File: src/rtl/alu_flag_pkg.sv
package alu_flag_pkg;

  localparam int FLAG_W = 8;
  localparam int NIB_W  = 4;

  localparam int FB_SIGN = 7;
  localparam int FB_ZERO = 6;
  localparam int FB_HALF = 4;
  localparam int FB_PAR  = 2;
  localparam int FB_CARRY = 0;

  typedef enum logic [3:0] {
    OP_ADD  = 4'd0,
    OP_ADC  = 4'd1,
    OP_SUB  = 4'd2,
    OP_SBB  = 4'd3,
    OP_AND  = 4'd4,
    OP_OR   = 4'd5,
    OP_XOR  = 4'd6,
    OP_CMP  = 4'd7,
    OP_INC  = 4'd8,
    OP_DEC  = 4'd9,
    OP_LOAD = 4'd10
  } alu_op_e;

  typedef enum logic [1:0] {SRC_B, SRC_NOT_B, SRC_ZERO, SRC_ONES} opnd_sel_e;
  typedef enum logic [1:0] {CIN_ZERO, CIN_ONE, CIN_CY, CIN_NCY} cin_sel_e;
  typedef enum logic [2:0] {RES_SUM, RES_AND, RES_OR, RES_XOR, RES_PASS} res_sel_e;
  typedef enum logic [1:0] {CYM_CARRY, CYM_BORROW, CYM_KEEP, CYM_CLEAR} cy_mode_e;
  typedef enum logic [1:0] {ACM_NIB, ACM_SET, ACM_CLEAR} ac_mode_e;

  typedef struct packed {
    logic      legal;
    logic      wr_acc;
    logic      upd_flags;
    opnd_sel_e osel;
    cin_sel_e  csel;
    res_sel_e  rsel;
    cy_mode_e  cymode;
    ac_mode_e  acmode;
  } alu_ctrl_t;

endpackage

File: src/rtl/alu_op_decode.sv
module alu_op_decode
  import alu_flag_pkg::*;
(
  input  logic [3:0] op_code,
  output alu_ctrl_t  ctrl
);

  always_comb begin
    ctrl = '{legal: 1'b1, wr_acc: 1'b1, upd_flags: 1'b1,
             osel: SRC_B, csel: CIN_ZERO, rsel: RES_SUM,
             cymode: CYM_CARRY, acmode: ACM_NIB};
    case (op_code)
      OP_ADD: ;
      OP_ADC: ctrl.csel = CIN_CY;
      OP_SUB: begin
        ctrl.osel   = SRC_NOT_B;
        ctrl.csel   = CIN_ONE;
        ctrl.cymode = CYM_BORROW;
      end
      OP_SBB: begin
        ctrl.osel   = SRC_NOT_B;
        ctrl.csel   = CIN_NCY;
        ctrl.cymode = CYM_BORROW;
      end
      OP_CMP: begin
        ctrl.osel   = SRC_NOT_B;
        ctrl.csel   = CIN_ONE;
        ctrl.cymode = CYM_BORROW;
        ctrl.wr_acc = 1'b0;
      end
      OP_AND: begin
        ctrl.rsel   = RES_AND;
        ctrl.cymode = CYM_CLEAR;
        ctrl.acmode = ACM_SET;
      end
      OP_OR: begin
        ctrl.rsel   = RES_OR;
        ctrl.cymode = CYM_CLEAR;
        ctrl.acmode = ACM_CLEAR;
      end
      OP_XOR: begin
        ctrl.rsel   = RES_XOR;
        ctrl.cymode = CYM_CLEAR;
        ctrl.acmode = ACM_CLEAR;
      end
      OP_INC: begin
        ctrl.osel   = SRC_ZERO;
        ctrl.csel   = CIN_ONE;
        ctrl.cymode = CYM_KEEP;
      end
      OP_DEC: begin
        ctrl.osel   = SRC_ONES;
        ctrl.cymode = CYM_KEEP;
      end
      OP_LOAD: begin
        ctrl.rsel      = RES_PASS;
        ctrl.upd_flags = 1'b0;
      end
      default: begin
        ctrl.legal     = 1'b0;
        ctrl.wr_acc    = 1'b0;
        ctrl.upd_flags = 1'b0;
      end
    endcase
  end

endmodule

File: src/rtl/alu_arith_core.sv
module alu_arith_core
  import alu_flag_pkg::*;
#(
  parameter int DATA_W = 8
) (
  input  logic [DATA_W-1:0] acc,
  input  logic [DATA_W-1:0] opnd,
  input  logic              cy_in,
  input  alu_ctrl_t         ctrl,
  output logic [DATA_W-1:0] result,
  output logic              carry_out,
  output logic              nib_carry
);

  localparam int SUM_W = DATA_W + 1;
  localparam int NSUM_W = NIB_W + 1;

  logic [DATA_W-1:0] x_opnd;
  logic              cin;
  logic [SUM_W-1:0]  sum;
  logic [NSUM_W-1:0] nib_sum;

  always_comb begin
    case (ctrl.osel)
      SRC_B:     x_opnd = opnd;
      SRC_NOT_B: x_opnd = ~opnd;
      SRC_ZERO:  x_opnd = '0;
      default:   x_opnd = '1;
    endcase
    case (ctrl.csel)
      CIN_ZERO: cin = 1'b0;
      CIN_ONE:  cin = 1'b1;
      CIN_CY:   cin = cy_in;
      default:  cin = ~cy_in;
    endcase
  end

  assign sum     = {1'b0, acc} + {1'b0, x_opnd} + {{DATA_W{1'b0}}, cin};
  assign nib_sum = {1'b0, acc[NIB_W-1:0]} + {1'b0, x_opnd[NIB_W-1:0]}
                 + {{NIB_W{1'b0}}, cin};

  assign carry_out = sum[DATA_W];
  assign nib_carry = nib_sum[NIB_W];

  always_comb begin
    case (ctrl.rsel)
      RES_SUM: result = sum[DATA_W-1:0];
      RES_AND: result = acc & opnd;
      RES_OR:  result = acc | opnd;
      RES_XOR: result = acc ^ opnd;
      default: result = opnd;
    endcase
  end

endmodule

File: src/rtl/alu_flag_pack.sv
module alu_flag_pack
  import alu_flag_pkg::*;
#(
  parameter int DATA_W = 8
) (
  input  logic [DATA_W-1:0] result,
  input  logic              carry_out,
  input  logic              nib_carry,
  input  logic              cy_old,
  input  alu_ctrl_t         ctrl,
  output logic [FLAG_W-1:0] flags_next
);

  logic cy_new;
  logic ac_new;

  always_comb begin
    case (ctrl.cymode)
      CYM_CARRY:  cy_new = carry_out;
      CYM_BORROW: cy_new = ~carry_out;
      CYM_KEEP:   cy_new = cy_old;
      default:    cy_new = 1'b0;
    endcase
    case (ctrl.acmode)
      ACM_NIB: ac_new = nib_carry;
      ACM_SET: ac_new = 1'b1;
      default: ac_new = 1'b0;
    endcase
  end

  for (genvar i = 0; i < FLAG_W; i++) begin : g_bit
    if (i == FB_SIGN) begin : g_s
      assign flags_next[i] = result[DATA_W-1];
    end else if (i == FB_ZERO) begin : g_z
      assign flags_next[i] = ~|result;
    end else if (i == FB_HALF) begin : g_ac
      assign flags_next[i] = ac_new;
    end else if (i == FB_PAR) begin : g_p
      assign flags_next[i] = ~^result;
    end else if (i == FB_CARRY) begin : g_cy
      assign flags_next[i] = cy_new;
    end else begin : g_fill
      assign flags_next[i] = 1'b0;
    end
  end

endmodule

File: src/rtl/alu_flag_unit.sv
module alu_flag_unit
  import alu_flag_pkg::*;
#(
  parameter int DATA_W = 8
) (
  input  logic              clk,
  input  logic              rst,
  input  logic              op_valid,
  input  logic [3:0]        op_code,
  input  logic [DATA_W-1:0] operand,
  output logic [DATA_W-1:0] acc_q,
  output logic [7:0]        flags_q
);

  alu_ctrl_t         ctrl;
  logic [DATA_W-1:0] result;
  logic              carry_out;
  logic              nib_carry;
  logic [FLAG_W-1:0] flags_next;

  alu_op_decode u_dec (
    .op_code (op_code),
    .ctrl    (ctrl)
  );

  alu_arith_core #(.DATA_W(DATA_W)) u_core (
    .acc       (acc_q),
    .opnd      (operand),
    .cy_in     (flags_q[FB_CARRY]),
    .ctrl      (ctrl),
    .result    (result),
    .carry_out (carry_out),
    .nib_carry (nib_carry)
  );

  alu_flag_pack #(.DATA_W(DATA_W)) u_pack (
    .result     (result),
    .carry_out  (carry_out),
    .nib_carry  (nib_carry),
    .cy_old     (flags_q[FB_CARRY]),
    .ctrl       (ctrl),
    .flags_next (flags_next)
  );

  always_ff @(posedge clk) begin
    if (rst) begin
      acc_q   <= '0;
      flags_q <= '0;
    end else if (op_valid && ctrl.legal) begin
      if (ctrl.wr_acc)    acc_q   <= result;
      if (ctrl.upd_flags) flags_q <= flags_next;
    end
  end

endmodule

File: config.mk
export PLATFORM = sky130hd
export DESIGN_NAME = alu_flag_unit
export DESIGN_NICKNAME = d
export VERILOG_FILES = /design/src/rtl/alu_flag_pkg.sv /design/src/rtl/alu_op_decode.sv /design/src/rtl/alu_arith_core.sv /design/src/rtl/alu_flag_pack.sv /design/src/rtl/alu_flag_unit.sv
export SDC_FILE = /design/constraint.sdc
export NUM_CORES = 1
export LEC_CHECK = 0
export ABC_AREA = 1
export BUFFER_PORTS_ARGS = -buffer_cell sky130_fd_sc_hd__buf_4
export CAP_MARGIN = 5
export CORE_MARGIN = 10
export CORE_UTILIZATION = 50
export CTS_CLUSTER_SIZE = 40
export DETAILED_ROUTE_END_ITERATION = 10
export HOLD_SLACK_MARGIN = 0.15
export PLACE_DENSITY = 0.72
export REMOVE_ABC_BUFFERS = 1
export SLEW_MARGIN = 20
export SYNTH_ARGS = -nofsm -noshare
export SYNTH_HDL_FRONTEND = slang
export SYNTH_SLANG_ARGS = --single-unit
File: constraint.sdc
create_clock -name clk -period 6.2 [get_ports clk]
set_clock_uncertainty 0.05 [all_clocks]
set_input_delay 0 -clock clk [delete_from_list [all_inputs] [get_ports clk]]
set_output_delay 0 -clock clk [all_outputs]
set_load 0.005 [all_outputs]
==> impl_metrics.yaml, run 1 <==
placed_design:
  port_buffers: 27
  dp_slack_ps: 2880
  dp_hpwl_mm: 3.84
  place_congestion: 0.888
floorplan:
  ios: 31
  die_h_um: 80.1
  die_area_sq_mm: 0.00641
  core-area_sq_mm: 0.00342
  fp.dieW_um: 80.1
  fp-row-count: 21
  start_util: 0.528
logic_synthesis:
  synth_edf_count: 0
  synth_largest_area_cell: "ha_1"
  synth.top_cell.area_share: 0.187
  yosysWarnings: 0
  async_flop_share: 0
  synthXorXnorAreaFrac: 0.0194
  synth-simple-area-share: 0.294
  synth_top_family_by_area: "simple AND/OR/NAND/NOR gates"
  synthFlopType: "dfxtp_1"
  post_synth_num_cell_types: 33
  synth_mux_area_frac: 0
  synthesis.area_sq_mm: 0.00180
  synth-compound-area-share: 0.176
  synth_fa_ha_area_frac: 0.209
  syn_inst: 294
  yosysMostFrequentCell: "nand2_1"
  ys_top_cells_by_count: "90 x nand2_1, 60 x inv_1, 27 x ha_1"
  syn_area_per_cell_sq_um: 6.14
  netlist_top_cells_area: "ha_1 19%, nand2_1 19%, dfxtp_1 14%"
  synth_seq_cells: 13
  seq_area_frac_synth: 0.144
power:
  finalPower_mw: 0.381
  p_sw_frac: 0.437
  p_int_mw: 0.215
  clkPwrFrac: 0.163
  power.switching_mw: 0.167
  ir_drop_mv: 0.114
  pwr_density_cell_mw_per_mm2: 177
  pwr-share-comb: 0.569
  seqPwrFrac: 0.269
  p_leak_nw: 1.23
global_route:
  top_usage_layer: "met2"
  grt_pass1_wl_mm: 8.30
  antenna_found_initial: 0
  use_met2: 0.258
  grt_use_met3: 0.0367
  use_met1: 0.200
  grt_pass1_vias: 1835
  grt_max_degree: 12
  grt_remaining_overflow: 0
  grt_use_total: 0.156
hold_path:
  min_path_type: "in2reg"
flow_run:
  maxCapViolations: 0
critical_path:
  critical_path.startpoint_type: "input port"
  worstSetupEndpointType: "flip-flop"
  worstPathMaxFanout: 9
  cp.required_ps: 6330
  worstPathArrival_ps: 3830
  worstSetupPathType: "in2reg"
cells_and_area:
  nets: 376
  drive_gt1_frac: 0.112
  multi_input_area_sq_mm: 0.00127
  n_fill_cell: 359
  syn2layout_area_growth_pct: 19.6
  area.sequential_sq_um: 260
  final_core_util: 0.632
  antenna_cells: 0
sta:
  whs_ps: 152
  finalSetupViolCount: 0
  drv_slew: 0
  report.final.hold_viol_count: 0
  period_minus_slack_ps: 3700
  max_freq_mhz: 270
  grt_setup_unrepaired: "no"
  tightest_slew_ps: 820
  fin_ws_ps: 2500
  min_period_over_period: 0.597
  final.setup.tns_ps: 0
  slew_headroom: 0.453
clock_network:
  clockBufferDepth: 2
  cts.htree.levels: 1
  post_cts.repair.setup_buffers: 0
  cts_tree: "built"
  clock_sink_count: 13
  clk_pin_slew_ps: 90
  cts-resized-gates: 0
  clock_latency_ps: 300
  cts_root_buf: "clkbuf_4"
  cts_made_buffers: 3
routing:
  antenna_left: 0
  vias: 1907
  post-route-drc-count: 0
  via_per_inst: 5.06
  drt-total-wl_mm: 4.90
  drt_iter0_drc: 139
  first_pass_iters: 4
  wl_per_cell_um: 13.0
outcome:
  status: "complete, no violations"
-- power groups by stage --
| stage | registers, mW | clock network [mW] | logic [mW] |
|---|---|---|---|
| 2_1_floorplan | 0.103 | 0 | 0.149 |
| 3_3_place_gp | 0.104 | 0 | 0.205 |
| 3_5_place_dp | 0.104 | 0 | 0.208 |
| 4_1_cts | 0.102 | 0.0617 | 0.215 |
| 5_1_grt | 0.104 | 0.0655 | 0.250 |
| 6_report | 0.102 | 0.0621 | 0.217 |
-- state kept, by name, indices dropped and copies added (netlist names) --
register	count
flags_q	5
acc_q	8
-- area by class of cell --
cell class / instances / share of cell area
clock buffer: 4 / 0.0122
inverter: 61 / 0.106
multi-input combinational: 215 / 0.590
sequential: 13 / 0.121
tap: 46 / 0.0267
timing repair buffer: 38 / 0.145
-- worst max-delay path, cell delays in order --
cell	delay [ps]
dlygate4sd3_1	530
buf_4	160
inv_1	80
nor2_1	50
nand2_1	130
inv_1	80
nor2_2	300
nand2_1	90
o211ai_1	120
fa_1	250
inv_1	60
fa_1	420
o21bai_1	320
nor2_1	100
o21ai_1	140
nand2_1	80
ha_1	200
nand4_1	90
a21oi_1	70
dlygate4sd3_1	550
-- layout by cell type, fill, tap and decap left out, drive strengths merged --
master / instances
or2: 1
a21oi: 19
fa: 2
ha: 27
nand3: 10
o211ai: 8
conb: 3
dfxtp: 13
clkbuf: 4
xnor2: 3
o2111ai: 3
a21o: 1
o221ai: 1
nand3b: 1
nand2: 90
dlygate4sd3: 11
o21bai: 1
nor2: 17
inv: 60
and2: 1
xor2: 1
o21a: 1
nand4: 3
buf: 27
nor3: 4
clkinv: 1
o21ai: 18
-- routing by layer --
metal / share of wire / wire length (um)
met5: 0 / 0
met4: 0.0090 / 44
met3: 0.055 / 270
met2: 0.47 / 2300
met1: 0.47 / 2290
-- repair_timing --
item                                    CTS  global route
endpoints found under the setup margin    0             0
hold buffers                             11             0
hold endpoints to repair                 13             0
-- worst paths after layout --
check	from	to	slack, ps	cells past startpoint
worst max-delay path	op_code[3]	flags_q[6]	2500	20
worst min-delay path	operand[5]	acc_q[5]	150	5
worst max register to register	flags_q[0]	flags_q[6]	3080	15
worst min register to register	flags_q[7]	flags_q[7]	500	2
-- metrics by stage --
step	cell area, sq um	std cells
after floorplan	1760	289
after global placement	2020	362
after detailed placement	2020	362
after CTS	2160	377
after global routing	2160	377
final	2160	377
-- cells by family (layout without fill, tap and decap cells) --
group	count (synthesis)	after routing
other	1	3
flip-flops	13	13
AND/OR/NAND/NOR	127	127
adder cells (fa/ha/maj)	29	29
XOR/XNOR	4	4
buffers and inverters	68	103
AO/OA/AOI/OAI	52	52
(Power assumes the default switching activity.)
==> run 2, diff against run 1 <==
--- a/config.mk
+++ b/config.mk
@@ -5,7 +5,7 @@
 export SDC_FILE = /design/constraint.sdc
 export NUM_CORES = 1
 export LEC_CHECK = 0
-export ABC_AREA = 1
+export ABC_AREA = 0
 export BUFFER_PORTS_ARGS = -buffer_cell sky130_fd_sc_hd__buf_4
 export CAP_MARGIN = 5
 export CORE_MARGIN = 10
==> constraint.sdc (replaced) <==
create_clock -name clk -period 3.9 [get_ports clk]
set_clock_uncertainty 0.05 [all_clocks]
set_input_delay 0 -clock clk [delete_from_list [all_inputs] [get_ports clk]]
set_output_delay 0 -clock clk [all_outputs]
set_load 0.005 [all_outputs]
==> impl_metrics.yaml, run 2 <==
outcome:
  status: "complete, no violations"
placed_design:
  dp_hpwl_mm: 4.37
  postPlaceCellArea_sq_mm: 0.00222
  port_buffers: 27
  place_congestion: 0.967
  dp.cells: 340
critical_path:
  cp_slowest_cell: "dlygate4sd3_1"
  r2r_slack_ps: 600
  reg2reg_from: "flags_q[0]"
  cp.required_ps: 4000
  rr_endpoint: "flags_q[2]"
  path_cells: "dlygate4sd3_1, buf_4, inv_2, nor3_1, a21oi_1, nor2_1, a211oi_2, fa_2, inv_1, fa_1, nand2b_1, a211oi_2, o21ai_0, a31o_2, o21ai_0, ha_1, xor2_1, xnor2_1, nor2_1, a21oi_1, nor2_1"
  worstPathArrival_ps: 3690
  critical_path.startpoint_type: "input port"
  max_stage_delay_ps: 530
  r2r_cells: 16
  worstSetupPathType: "in2reg"
  cpLargestDelayFamily: "compound AO/OA/AOI/OAI gates"
  worstSetupPathDepth: 21
  crit_top_cell: "nor2_1"
  worstSetupEndpointType: "flip-flop"
  crit_buf_inv: 4
  worstPathMaxFanout: 5
routing:
  drt_iter0_drc: 200
  first_pass_iters: 4
  dr_wl_met2_mm: 2.80
  post-route-drc-count: 0
  dr_wl_met3_um: 312
  wl_met1_mm: 2.61
  wl_per_cell_um: 16.4
  vias: 2040
  via_per_inst: 5.78
  top_layer: "met4"
  drt-total-wl_mm: 5.79
  antenna_left: 0
sta:
  slew_headroom: 0.509
  report.final.hold_viol_count: 0
  finalSetupViolCount: 0
  period_minus_slack_ps: 3590
  min_period_over_period: 0.921
  tightest_slew_ps: 734
  final.setup.tns_ps: 0
  max_freq_mhz: 278
  drv_slew: 0
  grt_setup_unrepaired: "no"
logic_synthesis:
  post_synth_num_cell_types: 61
  seq_area_frac_synth: 0.129
  synth_seq_cells: 13
  yosysWarnings: 0
  syn_area_per_cell_sq_um: 7.42
  async_flop_share: 0
  syn_inst: 273
  yosysMostFrequentCell: "a21oi_1"
  netlist_top_cells_area: "ha_1 17%, dfxtp_1 13%, a21oi_1 7.2%"
  synthesis.area_sq_mm: 0.00202
  synth_edf_count: 0
  ys_top_cells_by_count: "29 x a21oi_1, 28 x nor2_1, 27 x ha_1"
  synth_largest_area_cell: "ha_1"
  synthFlopType: "dfxtp_1"
  synth.top_cell.area_share: 0.167
clock_network:
  cts.htree.levels: 1
  clockBufferDepth: 2
  cts_root_buf: "clkbuf_8"
  clock_sink_count: 13
  clk_pin_slew_ps: 60
  cts_tree: "built"
  cts_made_buffers: 3
  clock_latency_ps: 250
cells_and_area:
  layout_top_registers: "acc_q: 8 flops, flags_q: 5 flops"
  regMostFlops: "acc_q"
  largest_reg_flops: 8
  antenna_cells: 0
  stdcell_count: 353
  syn2layout_area_growth_pct: 16.8
  nets: 348
  final_cell_mix: "33 x buf_4, 29 x a21oi_1, 28 x nor2_1, 27 x ha_1"
  layout_commonest_cell: "buf_4"
  drive_gt1_frac: 0.198
  post-route-cell-area_sq_mm: 0.00236
hold_path:
  min_path_cells: 4
  min_path_type: "in2reg"
  min-delay-start: "operand[1]"
  min_to: "acc_q[1]"
global_route:
  grt_use_total: 0.157
  antenna_found_initial: 0
  grt_pass1_vias: 1946
  grt_max_degree: 30
  grt_remaining_overflow: 0
  grt_pass1_wl_mm: 9.51
power:
  p_leak_nw: 1.06
  ir_drop_mv: 0.231
  pwr_density_cell_mw_per_mm2: 312
floorplan:
  core-area_sq_mm: 0.00397
  fp-row-count: 23
  ios: 31
  start_util: 0.510
  die_area_sq_mm: 0.00699
  die_h_um: 83.6
  fp.dieW_um: 83.6
flow_run:
  maxCapViolations: 0
[run 2: cell count changes in the layout (fill, tap and decap cells not counted), moves of 6 or more]
cell	delta
nand2_1	-69
inv_1	-39
nor2_1	+14
a211oi_1	+11
a21oi_1	+11
nand2b_1	+8
nand3_1	-8
o211ai_1	-8
buf_4	+6
[run 2: repair_timing]
action / CTS / global route
resized for setup: 0 / 4
setup buffers: 0 / 1
hold endpoints to repair: 11 / 0
hold buffers: 8 / 0
endpoints found under the setup margin: 0 / 1
[run 2: worst max path at each step]
stage	startpoint	to	slack (ps)
after CTS	operand[0]	flags_q[2]	100
after global routing	operand[0]	flags_q[2]	20
after global placement	op_code[2]	flags_q[2]	270
after floorplan	op_code[3]	flags_q[2]	630
after detailed placement	op_code[2]	flags_q[2]	180
final	operand[0]	flags_q[2]	310
[run 2: worst reg2reg max path: stages (launching register included)]
cell	delay (ps)
dfxtp_1	360
a31oi_1	90
o21ai_0	250
fa_2	260
inv_1	50
fa_1	370
nand2b_1	230
a211oi_2	220
o21ai_0	120
a31o_2	260
o21ai_0	100
ha_1	280
xor2_1	170
xnor2_1	150
nor2_1	50
a21oi_1	130
nor2_1	50
[run 2: cell families after synthesis]
group | count (synthesis) | share of synthesized area
other | 1 | 0.00185
flip-flops | 13 | 0.129
AO/OA/AOI/OAI | 92 | 0.303
AND/OR/NAND/NOR | 86 | 0.219
multiplexers | 6 | 0.0340
XOR/XNOR | 6 | 0.0260
buffers and inverters | 40 | 0.100
adder cells (fa/ha/maj) | 29 | 0.187
[run 2: power by group]
group	total [mW]	internal [mW]	switching (mW)
Combinational	0.448	0.213	0.235
Sequential	0.168	0.148	0.0193
Clock	0.123	0.0707	0.0522
Total	0.738	0.432	0.306
[run 2: final cells by class]
class                      count  area (sq um)
clock buffer                   3          41.3
tap                           50          62.6
sequential                    13           260
fill                         363          1610
inverter                      23          86.3
clock inverter                 1          5.00
timing repair buffer          41           328
multi-input combinational    222          1580
[run 2: through the flow]
stage | util | worst slack [ps] | hold slack (ps) | power, mW
2_1_floorplan | - | 633 | 22.4 | 0.471
3_3_place_gp | 0.559 | 274 | 180 | 0.598
3_5_place_dp | 0.559 | 181 | 184 | 0.601
4_1_cts | 0.590 | 103 | 164 | 0.733
5_1_grt | 0.595 | 20.9 | 207 | 0.796
6_report | 0.595 | 307 | 164 | 0.738
[run 2: metal layers]
metal  global-route usage  vias up
met1                0.195      929
li1                     -     1035
met2                0.274       66
met3               0.0254       10
met5                    0        -
met4               0.0335        0
